<file path="src/rtl/rpsl_pkg.sv">
package rpsl_pkg;
    typedef enum logic {Q_OPEN, Q_SPENT} qstate_t;

    function automatic int idx_w(input int n);
        return (n > 1) ? $clog2(n) : 1;
    endfunction
endpackage

</file>
<file path="src/rtl/rpsl_interval_timer.sv">
module rpsl_interval_timer #(
    parameter int INTERVAL = 10
) (
    input  logic clk,
    input  logic rst_n,
    output logic interval_start
);
    localparam int TW = rpsl_pkg::idx_w(INTERVAL);

    logic [TW-1:0] phase_q;

    always_ff @(posedge clk) begin
        if (!rst_n)
            phase_q <= '0;
        else if (phase_q == TW'(INTERVAL - 1))
            phase_q <= '0;
        else
            phase_q <= phase_q + 1'b1;
    end

    assign interval_start = (phase_q == '0);

    assert_phase_range_R6: assert property (@(posedge clk) disable iff (!rst_n)
        phase_q < TW'(INTERVAL));
endmodule

</file>
<file path="src/rtl/rpsl_dom_arb.sv">
module rpsl_dom_arb
    import rpsl_pkg::*;
#(
    parameter int N     = 4,
    parameter int QUOTA = 8
) (
    input  logic         clk,
    input  logic         rst_n,
    input  logic         interval_start,
    input  logic [N-1:0] req,
    input  logic [N-1:0] ls_flag,
    output logic [N-1:0] gnt,
    output logic         ls_exhausted
);
    localparam int PW = idx_w(N);
    localparam int CW = $clog2(QUOTA + 1);

    qstate_t        st_q, st_eff, st_nx;
    logic [CW-1:0]  cnt_q, cnt_eff, cnt_nx;
    logic [PW-1:0]  ls_ptr_q, hs_ptr_q, ls_ptr_nx, hs_ptr_nx;
    logic [N-1:0]   ls_req, hs_req;
    logic           ls_win, hs_win;

    // state register
    always_ff @(posedge clk) begin
        if (!rst_n) begin
            st_q     <= Q_OPEN;
            cnt_q    <= '0;
            ls_ptr_q <= '0;
            hs_ptr_q <= '0;
        end else begin
            st_q     <= st_nx;
            cnt_q    <= cnt_nx;
            ls_ptr_q <= ls_ptr_nx;
            hs_ptr_q <= hs_ptr_nx;
        end
    end

    // grant and next-state logic
    always_comb begin
        st_eff       = interval_start ? Q_OPEN : st_q;
        cnt_eff      = interval_start ? '0 : cnt_q;
        ls_exhausted = rst_n && (st_eff == Q_SPENT);
        ls_req       = req & ls_flag & {N{~ls_exhausted}};
        hs_req       = req & ~ls_flag;
        gnt          = '0;
        ls_win       = 1'b0;
        hs_win       = 1'b0;
        ls_ptr_nx    = ls_ptr_q;
        hs_ptr_nx    = hs_ptr_q;
        if (rst_n) begin
            for (int k = 0; k < N; k++) begin
                int idx;
                idx = (int'(ls_ptr_q) + k) % N;
                if (!ls_win && ls_req[idx]) begin
                    ls_win    = 1'b1;
                    gnt[idx]  = 1'b1;
                    ls_ptr_nx = PW'((idx + 1) % N);
                end
            end
            if (!ls_win) begin
                for (int k = 0; k < N; k++) begin
                    int idx;
                    idx = (int'(hs_ptr_q) + k) % N;
                    if (!hs_win && hs_req[idx]) begin
                        hs_win    = 1'b1;
                        gnt[idx]  = 1'b1;
                        hs_ptr_nx = PW'((idx + 1) % N);
                    end
                end
            end
        end
        cnt_nx = cnt_eff + CW'(ls_win);
        st_nx  = st_eff;
        unique case (st_eff)
            Q_OPEN:  if (ls_win && cnt_nx == CW'(QUOTA)) st_nx = Q_SPENT;
            Q_SPENT: st_nx = Q_SPENT;
        endcase
    end

    assert_gnt_onehot_R1: assert property (@(posedge clk) disable iff (!rst_n)
        $onehot0(gnt));
    assert_gnt_on_req_R1: assert property (@(posedge clk) disable iff (!rst_n)
        (gnt & ~req) == '0);
    assert_ls_first_R3: assert property (@(posedge clk) disable iff (!rst_n)
        (|(gnt & ~ls_flag)) |-> (!(|(req & ls_flag)) || ls_exhausted));
    assert_quota_bound_R5: assert property (@(posedge clk) disable iff (!rst_n)
        cnt_q <= CW'(QUOTA));
    assert_restart_R6: assert property (@(posedge clk) disable iff (!rst_n)
        interval_start |=> cnt_q <= CW'(1));
    assert_spent_masks_R5: assert property (@(posedge clk) disable iff (!rst_n)
        ls_exhausted |-> (gnt & ls_flag) == '0);
endmodule

</file>
<file path="src/rtl/rpsl_switch_alloc.sv">
module rpsl_switch_alloc
    import rpsl_pkg::*;
#(
    parameter int NUM_IN   = 2,
    parameter int NUM_OUT  = 2,
    parameter int NUM_VC   = 4,
    parameter int INTERVAL = 10,
    parameter int LS_QUOTA = 8,
    localparam int OW      = idx_w(NUM_OUT)
) (
    input  logic                         clk,
    input  logic                         rst_n,
    input  logic [NUM_IN*NUM_VC-1:0]     vc_req,
    input  logic [NUM_IN*NUM_VC*OW-1:0]  vc_dest,
    output logic [NUM_IN*NUM_VC-1:0]     vc_gnt,
    output logic [NUM_OUT*NUM_IN-1:0]    out_gnt,
    output logic [NUM_IN-1:0]            in_ls_exhausted,
    output logic [NUM_OUT-1:0]           out_ls_exhausted
);
    localparam int LS_VCS = NUM_VC / 2;
    localparam logic [NUM_VC-1:0] LS_MASK = {NUM_VC{1'b1}} >> (NUM_VC - LS_VCS);

    logic                interval_start;
    logic [NUM_IN-1:0]   in_valid, in_ls;
    logic [OW-1:0]       in_dest [NUM_IN];
    logic [NUM_IN-1:0]   s2_req  [NUM_OUT];

    rpsl_interval_timer #(.INTERVAL(INTERVAL)) timer_i (
        .clk(clk), .rst_n(rst_n), .interval_start(interval_start)
    );

    // stage 1: one VC per input
    for (genvar i = 0; i < NUM_IN; i++) begin : g_in
        logic [NUM_VC-1:0] g1;

        rpsl_dom_arb #(.N(NUM_VC), .QUOTA(LS_QUOTA)) in_arb_i (
            .clk(clk), .rst_n(rst_n), .interval_start(interval_start),
            .req(vc_req[i*NUM_VC +: NUM_VC]), .ls_flag(LS_MASK),
            .gnt(g1), .ls_exhausted(in_ls_exhausted[i])
        );

        assign vc_gnt[i*NUM_VC +: NUM_VC] = g1;

        always_comb begin
            in_dest[i] = '0;
            for (int v = 0; v < NUM_VC; v++)
                if (g1[v]) in_dest[i] = vc_dest[(i*NUM_VC+v)*OW +: OW];
            in_valid[i] = |g1;
            in_ls[i]    = |(g1 & LS_MASK);
        end
    end

    always_comb begin
        for (int o = 0; o < NUM_OUT; o++)
            for (int i = 0; i < NUM_IN; i++)
                s2_req[o][i] = in_valid[i] && (in_dest[i] == OW'(o));
    end

    // stage 2: one input per output
    for (genvar o = 0; o < NUM_OUT; o++) begin : g_out
        rpsl_dom_arb #(.N(NUM_IN), .QUOTA(LS_QUOTA)) out_arb_i (
            .clk(clk), .rst_n(rst_n), .interval_start(interval_start),
            .req(s2_req[o]), .ls_flag(in_ls),
            .gnt(out_gnt[o*NUM_IN +: NUM_IN]), .ls_exhausted(out_ls_exhausted[o])
        );
    end

    for (genvar i = 0; i < NUM_IN; i++) begin : g_col
        logic [NUM_OUT-1:0] col;
        always_comb
            for (int o = 0; o < NUM_OUT; o++) col[o] = out_gnt[o*NUM_IN+i];

        assert_one_out_per_in_R2: assert property (@(posedge clk) disable iff (!rst_n)
            $countones(col) <= 1);
        assert_out_needs_s1_R2: assert property (@(posedge clk) disable iff (!rst_n)
            (|col) |-> (|vc_gnt[i*NUM_VC +: NUM_VC]));
    end
endmodule

</file>
<file path="config.mk">
export PLATFORM = sky130hd
export DESIGN_NAME = rpsl_switch_alloc
export DESIGN_NICKNAME = d
export VERILOG_FILES = /design/src/rtl/rpsl_pkg.sv /design/src/rtl/rpsl_interval_timer.sv /design/src/rtl/rpsl_dom_arb.sv /design/src/rtl/rpsl_switch_alloc.sv
export SDC_FILE = /design/constraint.sdc
export NUM_CORES = 1
export LEC_CHECK = 0
export BUFFER_PORTS_ARGS = -buffer_cell sky130_fd_sc_hd__buf_4
export CORE_MARGIN = 5
export CORE_UTILIZATION = 37
export DETAILED_ROUTE_END_ITERATION = 10
export GPL_ROUTABILITY_DRIVEN = 1
export SETUP_SLACK_MARGIN = 0.15
export SLEW_MARGIN = 20
export SYNTH_ARGS = -nofsm -noshare
export SYNTH_HDL_FRONTEND = slang
export SYNTH_SLANG_ARGS = --single-unit
</file>
<file path="constraint.sdc">
create_clock -name clk -period 7.33 [get_ports clk]
set_clock_uncertainty 0.2 [all_clocks]
set_input_delay 0 -clock clk [delete_from_list [all_inputs] [get_ports clk]]
set_output_delay 0 -clock clk [all_outputs]
set_load 0.01 [all_outputs]
</file>
==> insert_results.sql, run 1 <==
INSERT INTO impl_metrics (metric_group, metric, value, unit) VALUES
('outcome', 'run_status', 'finished, final reports clean', ''),
('routing', 'routed_wl', '8770', 'um'),
('synthesis', 'synth_area', '3600', 'um^2'),
('synthesis', 'synth.yosys.seq_area_share', '20.0', '%'),
('die', 'fp.dieW', '109', 'um'),
('die', 'fp.coreArea', '9640', 'um^2'),
('hold_path', 'timing.hold.worst_endpoint', 'g_out[1].out_arb_i.hs_ptr_q', ''),
('power', 'power_frac_comb', '46.0', '%'),
('flow_run', 'max_cap_violations', '0', ''),
('die', 'pin_count', '34', ''),
('sta', 'tightestPinTransition', '0.955', 'ns'),
('global_route', 'first_global_vias', '3102', ''),
('power', 'pwr-share-seq', '34.1', '%'),
('finish', 'antenna_cells_inserted', '0', ''),
('global_route', 'global_route.overflow_total', '0', ''),
('global_route', 'grt_pass1_wl', '14700', 'um'),
('sta', 'finalSetupTns', '0', 'ns'),
('worst_setup_path', 'timing.critical_path.arrival', '4.97', 'ns'),
('worst_setup_path', 'cp_slowest_cell', 'sky130_fd_sc_hd__dfxtp_1', ''),
('cts', 'num_cts_buffers', '5', ''),
('die', 'starting_density_of_the_core', '37.3', '%'),
('sta', 'report.final.setup_viol', '0', ''),
('sta', 'final_min_period_over_clock_period', '67.2', '%'),
('routing', 'vias_per_cell', '5.52', ''),
('worst_setup_path', 'reg2reg_depth', '17', ''),
('routing', 'detail_route.wl_per_cell', '14.0', 'um'),
('worst_setup_path', 'r2r-end', 'g_out[0].out_arb_i.st_q', ''),
('hold_path', 'holdPathStages', '5', ''),
('cts', 'clock_sinks', '36', ''),
('power', 'power_density_normalized_to_cell_area', '173', 'nW/um^2'),
('synthesis', 'synth_ff_type', 'sky130_fd_sc_hd__dfxtp_1', ''),
('worst_setup_path', 'cpLargestDelayFamily', 'compound AO/OA/AOI/OAI gates', ''),
('cts', 'h-tree-depth', '2', ''),
('die', 'die-height', '109', 'um'),
('sta', 'maxSlewViolCount', '0', ''),
('die', 'number_of_rows_in_the_core_area', '36', ''),
('worst_setup_path', 'timing.critical_path.slowest_cell_delay', '0.75', 'ns'),
('hold_path', 'hold_class', 'in -> reg', ''),
('worst_setup_path', 'crit_required', '7.37', 'ns'),
('cts', 'ctsRootBufferMaster', 'sky130_fd_sc_hd__clkbuf_8', ''),
('placed_design', 'buffer_ports.inserted', '33', ''),
('synthesis', 'synthesis.instances', '468', ''),
('finish', 'syn_to_final_growth', '13.1', '%'),
('cts', 'clock_tree_from_tritoncts', 'yes', ''),
('worst_setup_path', 'timing_worst_setup_path_type', 'reg -> reg', ''),
('worst_setup_path', 'reg2reg_setup_slack', '2.40', 'ns'),
('synthesis', 'synth_fp_nets', '525', ''),
('synthesis', 'postSynthAreaPerCell', '7.68', 'um^2'),
('synthesis', 'flops_latches_synth', '36', ''),
('power', 'clock_power_share', '19.8', '%'),
('global_route', 'track_usage', '15.2', '%'),
('worst_setup_path', 'crit_path_end_kind', 'flop', ''),
('global_route', 'grt_antenna_before_repair', '0', ''),
('power', 'power_report.internal_total', '421', 'uW'),
('finish', 'final_cell_mix', '40 x sky130_fd_sc_hd__nand2_1, 39 x sky130_fd_sc_hd__ha_1, 38 x sky130_fd_sc_hd__a21oi_1', ''),
('sta', 'period_minus_slack', '4.93', 'ns'),
('hold_path', 'worstHoldStart', 'vc_dest[6]', ''),
('cts', 'cts_setup_buffers', '0', ''),
('power', 'total_switching_power', '282', 'uW'),
('worst_setup_path', 'cp_max_fo', '20', ''),
('cts', 'max-clock-path-buffers', '2', ''),
('routing', 'remaining_drc_errors', '0', ''),
('finish', 'final_common_cell', 'sky130_fd_sc_hd__nand2_1', ''),
('routing', 'detailedRoute.firstIterationViolations', '171', ''),
('sta', 'relSlewSlack', '36.2', '%'),
('finish', 'final_net_count', '547', ''),
('sta', 'max_freq', '203', 'MHz'),
('power', 'leakage', '0.00168', 'uW'),
('synthesis', 'ys_warn_count', '0', ''),
('routing', 'dr.pass1.iters', '5', ''),
('worst_setup_path', 'worst_setup_path_start_kind', 'flop', '');
==> synth_stat cells (3+ instances only) <==
library cell                 n  area (um^2)
sky130_fd_sc_hd__clkbuf_1   12         45.0
sky130_fd_sc_hd__inv_1      22         82.6
sky130_fd_sc_hd__nor2_1     33          124
sky130_fd_sc_hd__a21oi_1    38          190
sky130_fd_sc_hd__a22oi_1     5         37.5
sky130_fd_sc_hd__or2_2       5         31.3
sky130_fd_sc_hd__nand2b_1   16          100
sky130_fd_sc_hd__o32ai_1     7         61.3
sky130_fd_sc_hd__buf_4       6         45.0
sky130_fd_sc_hd__and3_1     10         62.6
sky130_fd_sc_hd__o21ai_0    19         95.1
sky130_fd_sc_hd__o2bb2ai_1   3         26.3
sky130_fd_sc_hd__a22o_1      6         52.6
sky130_fd_sc_hd__a32oi_1     5         43.8
sky130_fd_sc_hd__nand2_1    40          150
sky130_fd_sc_hd__a222oi_1    4         40.0
sky130_fd_sc_hd__a21o_1      8         60.1
sky130_fd_sc_hd__nor3b_1     7         52.6
sky130_fd_sc_hd__a211oi_1    6         45.0
sky130_fd_sc_hd__xor2_1      8         70.1
sky130_fd_sc_hd__o211ai_1    3         22.5
sky130_fd_sc_hd__nand3_1    21          105
sky130_fd_sc_hd__buf_2      11         55.1
sky130_fd_sc_hd__nor2b_1     7         43.8
sky130_fd_sc_hd__nor4_1      3         18.8
sky130_fd_sc_hd__a221oi_1    3         26.3
sky130_fd_sc_hd__nand3b_1    4         30.0
sky130_fd_sc_hd__o31ai_1     3         22.5
sky130_fd_sc_hd__nor3_1      6         30.0
sky130_fd_sc_hd__and2_1     18          113
sky130_fd_sc_hd__ha_1       39          488
sky130_fd_sc_hd__dfxtp_1    36          721
==> per-layer routing <==
layer	track usage, %	up-vias	part of all wire, %
li1	-	1742	-
met5	0	-	0
met4	3.79	0	1.2
met3	2.63	8	3.8
met1	20.1	1622	47
met2	25.6	74	48
==> how the worst max path moves through the flow <==
stage | slack, ns | cells after the start | endpoint
after floorplan | 3.13 | 18 | g_out[1].out_arb_i.st_q
after CTS | 2.45 | 17 | g_out[0].out_arb_i.st_q
after global placement | 2.64 | 17 | g_out[0].out_arb_i.st_q
after global routing | 1.96 | 17 | g_out[0].out_arb_i.st_q
after detailed placement | 2.50 | 17 | g_out[0].out_arb_i.st_q
final | 2.40 | 17 | g_out[0].out_arb_i.st_q
==> what timing repair did <==
item / in CTS / in global routing
hold buffers: 13 / 0
hold endpoints to repair: 21 / 0
resized for setup: 0 / 0
==> flip-flops by register name (all words and copies together) (netlist names) <==
register,flops
timer_i.phase_q,4
g_in.in_arb_i.st_q,2
g_out.out_arb_i.st_q,2
g_in.in_arb_i.cnt_q,8
g_out.out_arb_i.ls_ptr_q,2
g_in.in_arb_i.hs_ptr_q,4
g_in.in_arb_i.ls_ptr_q,4
g_out.out_arb_i.hs_ptr_q,2
g_out.out_arb_i.cnt_q,8
==> worst register-to-register path: cells and delay by family (launching register included) <==
family	cells	cell delay, ns
AO/OA/AOI/OAI	7	1.35
AND/OR/NAND/NOR	5	1.28
XOR/XNOR	1	0.13
buffers and inverters	1	0.26
flip-flops	1	0.75
adder cells (fa/ha/maj)	3	0.92
==> power by group through the flow <==
stage | registers (uW) | clock network (uW) | logic (uW)
detailed placement | 244 | 0 | 315
global placement | 243 | 0 | 311
floorplan | 229 | 0 | 246
global route | 245 | 153 | 362
CTS | 239 | 145 | 323
finish | 240 | 139 | 324
==> kinds of logic (layout without fill, tap and decap cells) <==
family	Yosys count	after routing	share of synthesized area, %
mux	3	3	0.870
xor+xnor	10	10	2.44
simple gates	187	187	28.5
fa+ha+maj	39	39	13.6
buf+inv	55	78	6.96
flops	36	36	20.0
compound gates	138	138	27.7
==> per-stage QoR <==
| step | setup slack [ns] | instance area (um^2) | utilization, % | hold slack, ns | std cells |
|---|---|---|---|---|---|
| after floorplan | 3.13 | 3600 | - | -0.0201 | 468 |
| after global routing | 1.96 | 4070 | 42.2 | 0.0526 | 624 |
| after CTS | 2.45 | 4070 | 42.2 | 0.0136 | 624 |
| final | 2.40 | 4070 | 42.2 | 0.0255 | 624 |
| after global placement | 2.64 | 3850 | 39.9 | 0.182 | 603 |
| after detailed placement | 2.50 | 3850 | 39.9 | 0.181 | 603 |
==> area by class of cell <==
type / instances / area (um^2)
clock buffer: 5 / 68.8
clock inverter: 3 / 18.8
fill: 1007 / 5570
inverter: 24 / 90.1
multi-input combinational: 377 / 2630
sequential: 36 / 721
tap: 133 / 166
timing repair buffer: 46 / 378
Note: power is estimated with default switching activity, not from simulation.
==> inputs of run 2 (changes only) <==
Clock period 7.33 ns to 4.8 ns, I/O delays scaled along.
==> run 2 against run 1 <==
Register-to-register slack got worse by 1.9 ns. Worst hold slack got worse by 0.016 ns. Maximum frequency rose by 15%.
==> insert_results.sql, run 2 (synthesis gave the netlist of run 1 again) <==
INSERT INTO impl_metrics (metric_group, metric, value, unit) VALUES
('outcome', 'run_status', 'finished, final reports clean', ''),
('routing', 'drt.antenna.violating_nets', '0', ''),
('worst_setup_path', 'r2r_start', 'g_in[1].in_arb_i.ls_ptr_q[1]', ''),
('worst_setup_path', 'reg2reg_setup_slack', '0.53', 'ns'),
('worst_setup_path', 'critical_path.n_buffers_inverters', '1', ''),
('finish', 'syn_to_final_growth', '15.3', '%'),
('cts', 'clock_sinks', '36', ''),
('hold_path', 'timing.hold.worst_endpoint', 'g_in[1].in_arb_i.hs_ptr_q[1]', ''),
('power', 'power.switching_fraction', '38.0', '%'),
('flow_run', 'max_cap_violations', '0', ''),
('routing', 'dr.pass1.iters', '4', ''),
('power', 'power.ir.vdd_worst', '0.119', 'mV'),
('cts', 'clkSlewWorstSetupHoldPaths', '0.08', 'ns'),
('worst_setup_path', 'crit_path_start', 'g_in[1].in_arb_i.ls_ptr_q[1]', ''),
('cts', 'h-tree-depth', '2', ''),
('die', 'fp.dieW', '109', 'um'),
('finish', 'final_net_count', '554', ''),
('worst_setup_path', 'worst_setup_path_start_kind', 'flop', ''),
('finish', 'final_common_cell', 'sky130_fd_sc_hd__buf_4', ''),
('sta', 'maxSlewViolCount', '0', ''),
('worst_setup_path', 'timing.critical_path.arrival', '4.32', 'ns'),
('routing', 'routed_wl', '8880', 'um'),
('routing', 'detail_route.wl_per_cell', '14.1', 'um'),
('hold_path', 'worstHoldStart', 'vc_req[6]', ''),
('sta', 'finalSetupTns', '0', 'ns'),
('worst_setup_path', 'cp_common_cell', 'sky130_fd_sc_hd__ha_1', ''),
('cts', 'ctsRootBufferMaster', 'sky130_fd_sc_hd__clkbuf_8', ''),
('worst_setup_path', 'timing.critical_path.slowest_cell_delay', '0.59', 'ns'),
('worst_setup_path', 'crit_path_end_kind', 'flop', ''),
('finish', 'drive_gt1_share', '15.9', '%'),
('die', 'starting_density_of_the_core', '37.3', '%'),
('global_route', 'grt_antenna_before_repair', '0', ''),
('global_route', 'global_route.overflow_total', '0', ''),
('routing', 'route.vias.total', '3423', ''),
('worst_setup_path', 'cpLargestDelayFamily', 'compound AO/OA/AOI/OAI gates', ''),
('sta', 'report.final.setup_viol', '0', ''),
('die', 'overall_die_area', '11800', 'um^2'),
('hold_path', 'holdPathStages', '4', ''),
('finish', 'antenna_cells_inserted', '0', ''),
('power', 'pwr-share-seq', '30.1', '%'),
('sta', 'rsz0062_at_grt', 'false', ''),
('global_route', 'grt_pass1_wl', '15700', 'um'),
('sta', 'report.final.hold_viol_count', '0', ''),
('global_route', 'grt_max_degree', '30', ''),
('cts', 'clock_tree_from_tritoncts', 'yes', ''),
('finish', 'largestRegisters', 'g_in.in_arb_i.cnt_q: 8 flops, g_out.out_arb_i.cnt_q: 8 flops', ''),
('cts', 'worstSkewPairLatency', '0.29', 'ns'),
('sta', 'tightestPinTransition', '0.693', 'ns'),
('power', 'power_density_normalized_to_cell_area', '274', 'nW/um^2'),
('global_route', 'first_global_vias', '3371', ''),
('finish', 'filler_cell_count', '1014', ''),
('finish', 'final_cell_mix', '41 x sky130_fd_sc_hd__buf_4, 40 x sky130_fd_sc_hd__nand2_1, 39 x sky130_fd_sc_hd__ha_1', ''),
('sta', 'max_freq', '234', 'MHz'),
('worst_setup_path', 'cp_max_fo', '15', ''),
('hold_path', 'hold_class', 'in -> reg', ''),
('cts', 'num_cts_buffers', '5', ''),
('cts', 'max-clock-path-buffers', '2', ''),
('routing', 'vias_per_cell', '5.42', ''),
('sta', 'relSlewSlack', '53.3', '%'),
('worst_setup_path', 'cp_slowest_cell', 'sky130_fd_sc_hd__ha_1', ''),
('sta', 'period_minus_slack', '4.27', 'ns'),
('worst_setup_path', 'reg2reg_depth', '17', ''),
('placed_design', 'post_dp_cell_area', '3910', 'um^2'),
('placed_design', 'buffer_ports.inserted', '33', ''),
('worst_setup_path', 'timing.critical_path.cells', 'inv_1 -> ha_1 -> and2b_1 -> a311o_1 -> o32ai_1 -> a22oi_1 -> a21oi_1 -> a311oi_1 -> o21ai_2 -> nor3_4 -> or2_1 -> ha_1 -> ha_1 -> xnor2_1 -> nand2_1 -> nor4_1 -> a21o_1', ''),
('sta', 'final_min_period_over_clock_period', '89.1', '%'),
('routing', 'detailedRoute.firstIterationViolations', '99', ''),
('power', 'power_report.internal_total', '705', 'uW'),
('finish', 'final_area', '4150', 'um^2'),
('placed_design', 'dp_hpwl', '6680', 'um'),
('power', 'clock_power_share', '23.2', '%'),
('die', 'fp.coreArea', '9640', 'um^2'),
('power', 'total_switching_power', '433', 'uW'),
('die', 'number_of_rows_in_the_core_area', '36', ''),
('die', 'die-height', '109', 'um'),
('power', 'power_frac_comb', '46.6', '%'),
('worst_setup_path', 'timing_worst_setup_path_type', 'reg -> reg', ''),
('worst_setup_path', 'crit_required', '4.84', 'ns'),
('placed_design', 'gp_routability_congestion', '0.872', ''),
('global_route', 'track_usage', '16.2', '%'),
('worst_setup_path', 'r2r-end', 'g_out[0].out_arb_i.st_q', ''),
('power', 'leakage', '0.00172', 'uW'),
('die', 'pin_count', '34', ''),
('routing', 'remaining_drc_errors', '0', '');
-- run 2: timing repair --
action | CTS | global route
hold buffers | 12 | 0
gates resized for setup | 0 | 2
endpoints found under the hold margin | 21 | 0
setup endpoints to repair | 0 | 2
buffers inserted | 0 | 0
-- run 2: power by group through the flow --
| stage | combinational, uW | clock, uW | sequential, uW |
|---|---|---|---|
| floorplan | 375 | 0 | 350 |
| global placement | 509 | 0 | 348 |
| detailed placement | 519 | 0 | 349 |
| CTS | 531 | 275 | 342 |
| global route | 598 | 286 | 346 |
| finish | 531 | 264 | 343 |
-- run 2: per-stage QoR --
| stage | power [uW] | worst slack (ns) | std cells | util, % | hold WS [ns] |
|---|---|---|---|---|---|
| CTS | 1150 | 0.399 | 631 | 43.0 | 0.00879 |
| detailed placement | 868 | 0.432 | 611 | 40.6 | 0.187 |
| global placement | 857 | 0.567 | 611 | 40.6 | 0.176 |
| floorplan | 725 | 0.602 | 468 | - | -0.0201 |
| finish | 1140 | 0.525 | 631 | 43.0 | 0.00978 |
| global route | 1230 | 0.156 | 631 | 43.0 | 0.0608 |
-- run 2: metal layers --
layer	GRT usage (%)	share of wire, %	vias up
li1	-	-	1747
met1	20.6	47	1610
met2	28.4	49	62
met3	2.69	3.9	4
met4	4.24	0.86	0
met5	0	0	-
-- run 2: layout make-up --
type | count | area (um^2) | area share (%)
clock inverters | 3 | 42.5 | 1.03
inverters | 24 | 90.1 | 2.17
repair buffers | 53 | 428 | 10.3
multi-input cells | 377 | 2630 | 63.4
clock buffers | 5 | 68.8 | 1.66
flip-flops and latches | 36 | 722 | 17.4
well taps | 133 | 166 | 4.01
-- run 2: tightest hold or removal path: stages --
cell and delay [ns]:
sky130_fd_sc_hd__buf_4 0.15, sky130_fd_sc_hd__o21ai_0 0.12, sky130_fd_sc_hd__nor2_1 0.11, sky130_fd_sc_hd__a211oi_1 0.06
-- run 2: worst max path at each step --
| stage | depth (start not counted) | endpoint | slack (ns) |
|---|---|---|---|
| 2_1_floorplan | 18 | g_out[1].out_arb_i.st_q | 0.60 |
| 3_3_place_gp | 17 | g_out[1].out_arb_i.st_q | 0.57 |
| 3_5_place_dp | 17 | g_out[1].out_arb_i.st_q | 0.43 |
| 4_1_cts | 17 | g_out[1].out_arb_i.st_q | 0.40 |
| 5_1_grt | 16 | g_out[1].out_arb_i.st_q | 0.16 |
| 6_report | 17 | g_out[0].out_arb_i.st_q | 0.53 |
==> inputs of run 3 (changes only) <==
Settings changed: CORE_UTILIZATION 37 to 55, PLACE_DENSITY from default to 0.75.
==> run 3 against run 2 <==
Via count up 2.9%. Combinational power is essentially flat. Power shrank 4.0%. Clock power down 19%. Sequential power grew 1%. Largest cell class unchanged.
==> insert_results.sql, run 3 (synthesis gave the netlist of run 1 again) <==
INSERT INTO impl_metrics (metric_group, metric, value, unit) VALUES
('flow_run', 'max_cap_violations', '0', ''),
('finish', 'antenna_cells_inserted', '0', ''),
('sta', 'finalSetupTns', '0', 'ns'),
('finish', 'final_common_cell', 'sky130_fd_sc_hd__nand2_1', ''),
('power', 'leakage', '0.00171', 'uW'),
('die', 'die-height', '90.9', 'um'),
('sta', 'final_min_period_over_clock_period', '89.9', '%'),
('cts', 'num_cts_buffers', '5', ''),
('routing', 'detail_route.wl_per_cell', '15.0', 'um'),
('power', 'power.ir.vdd_worst', '0.192', 'mV'),
('sta', 'report.final.setup_viol', '0', ''),
('global_route', 'track_usage', '20.4', '%'),
('worst_setup_path', 'cp_max_fo', '15', ''),
('cts', 'clock_sinks', '36', ''),
('finish', 'instances_no_fill', '573', ''),
('die', 'fp.dieW', '90.9', 'um'),
('global_route', 'grt_pass1_wl', '14500', 'um'),
('routing', 'drt.antenna.violating_nets', '0', ''),
('finish', 'largestRegisters', 'g_in.in_arb_i.cnt_q: 8 flops, g_out.out_arb_i.cnt_q: 8 flops', ''),
('outcome', 'run_status', 'finished, final reports clean', ''),
('global_route', 'first_global_vias', '3254', ''),
('finish', 'final_net_count', '552', ''),
('cts', 'cts_setup_buffers', '0', ''),
('worst_setup_path', 'worst_setup_path_start_kind', 'flop', ''),
('worst_setup_path', 'crit_required', '4.84', 'ns'),
('global_route', 'global_route.overflow_total', '0', ''),
('routing', 'detailedRoute.firstIterationViolations', '244', ''),
('routing', 'dr.pass1.iters', '5', ''),
('finish', 'drive_gt1_share', '16.7', '%'),
('global_route', 'grt_util_met2', '33.4', '%'),
('cts', 'ctsRootBufferMaster', 'sky130_fd_sc_hd__clkbuf_8', ''),
('worst_setup_path', 'crit_path_end_kind', 'flop', ''),
('placed_design', 'place.detailed.instances', '552', ''),
('cts', 'clock_tree_from_tritoncts', 'yes', ''),
('die', 'starting_density_of_the_core', '56.6', '%'),
('die', 'pin_count', '34', ''),
('sta', 'relSlewSlack', '39.6', '%'),
('finish', 'utilization', '64.2', '%'),
('worst_setup_path', 'timing_worst_setup_path_type', 'reg -> reg', ''),
('sta', 'tightestPinTransition', '0.905', 'ns'),
('cts', 'h-tree-depth', '2', ''),
('finish', 'final_cell_mix', '40 x sky130_fd_sc_hd__nand2_1, 38 x sky130_fd_sc_hd__buf_4, 37 x sky130_fd_sc_hd__a21oi_1', ''),
('cts', 'worstSkewPairLatency', '0.29', 'ns'),
('global_route', 'grt_antenna_before_repair', '0', ''),
('finish', 'syn_to_final_growth', '13.4', '%'),
('placed_design', 'place_ws', '0.232', 'ns'),
('die', 'fp.coreArea', '6350', 'um^2'),
('placed_design', 'dp_hpwl', '6190', 'um'),
('worst_setup_path', 'timing.critical_path.arrival', '4.35', 'ns'),
('die', 'number_of_rows_in_the_core_area', '29', ''),
('placed_design', 'gp_routability_congestion', '0.859', ''),
('power', 'power_density_normalized_to_cell_area', '268', 'nW/um^2'),
('sta', 'rsz0062_at_grt', 'false', ''),
('global_route', 'grt_max_degree', '30', ''),
('die', 'overall_die_area', '8260', 'um^2'),
('sta', 'max_freq', '232', 'MHz'),
('routing', 'routed_wl', '8600', 'um'),
('routing', 'remaining_drc_errors', '0', ''),
('placed_design', 'buffer_ports.inserted', '33', ''),
('sta', 'period_minus_slack', '4.32', 'ns'),
('global_route', 'gr-usage-met3', '4.00', '%'),
('global_route', 'globalRouteMet1Util', '26.1', '%'),
('sta', 'maxSlewViolCount', '0', ''),
('sta', 'report.final.hold_viol_count', '0', ''),
('routing', 'route.vias.total', '3521', ''),
('routing', 'vias_per_cell', '6.14', ''),
('cts', 'max-clock-path-buffers', '2', ''),
('global_route', 'globalRoute.busiestLayer', 'met2', ''),
('cts', 'clkSlewWorstSetupHoldPaths', '0.07', 'ns'),
('sta', 'post-route-worst-setup-slack', '0.485', 'ns'),
('hold_path', 'hold_class', 'in -> reg', '');
[run 3: changes by cell type in the layout (fill, tap and decap cells not counted), sizes merged]
cell	before	now
bufinv	1	0
dlygate4sd3	12	13
clkinv	1	3
buf	41	38
clkinvlp	1	0
[run 3: worst max-delay path, stage by stage, from the launching register on]
cell,delay (ns)
sky130_fd_sc_hd__dfxtp_4,0.44
sky130_fd_sc_hd__inv_2,0.12
sky130_fd_sc_hd__ha_2,0.36
sky130_fd_sc_hd__and4b_1,0.19
sky130_fd_sc_hd__a31o_2,0.24
sky130_fd_sc_hd__a222oi_1,0.43
sky130_fd_sc_hd__a21o_1,0.22
sky130_fd_sc_hd__a21oi_2,0.09
sky130_fd_sc_hd__a2111o_1,0.46
sky130_fd_sc_hd__a211oi_2,0.33
sky130_fd_sc_hd__or2_1,0.20
sky130_fd_sc_hd__ha_1,0.19
sky130_fd_sc_hd__ha_1,0.20
sky130_fd_sc_hd__xnor2_1,0.13
sky130_fd_sc_hd__nand2_1,0.07
sky130_fd_sc_hd__nor4_1,0.21
sky130_fd_sc_hd__a21o_1,0.17
[run 3: layout make-up]
cell class / instances / area, um^2
multi-input combinational: 377 / 2660
fill: 558 / 2270
sequential: 36 / 727
timing repair buffer: 51 / 415
tap: 77 / 96.3
inverter: 24 / 90.1
clock buffer: 5 / 68.8
clock inverter: 3 / 18.8
[run 3: timing repair]
item | 4_1_cts | 5_1_grt
endpoints found under the hold margin | 21 | 0
gates resized for setup | 1 | 10
endpoints found under the setup margin | 1 | 2
hold buffers | 13 | 0
[run 3: final timing paths]
| path | startpoint | endpoint | slack [ns] | cells after the start |
|---|---|---|---|---|
| min reg2reg | g_out[0].out_arb_i.ls_ptr_q | g_out[0].out_arb_i.ls_ptr_q | 0.28 | 1 |
| max reg2reg | g_in[0].in_arb_i.ls_ptr_q[0] | g_out[0].out_arb_i.st_q | 0.48 | 16 |
| min | vc_dest[6] | g_out[1].out_arb_i.hs_ptr_q | 0.01 | 5 |
| max | g_in[0].in_arb_i.ls_ptr_q[0] | g_out[0].out_arb_i.st_q | 0.48 | 16 |
[run 3: power breakdown]
part	internal, uW	switching (uW)	total, uW
clock network	101	114	215
registers	325	21.6	347
logic	231	300	531
[run 3: routing by layer]
metal / part of all wire [%] / wire [um]
met1: 44 / 3820
met2: 48 / 4100
met3: 5.0 / 430
met4: 2.9 / 248
met5: 0 / 0
[run 3: per-stage QoR]
step	hold slack [ns]	power, uW	area, um^2
6_report	0.0147	1090	4080
5_1_grt	0.0223	1180	4080
4_1_cts	0.00816	1080	4040
3_5_place_dp	0.185	856	3820
3_3_place_gp	0.174	844	3820
2_1_floorplan	-0.0201	725	3600
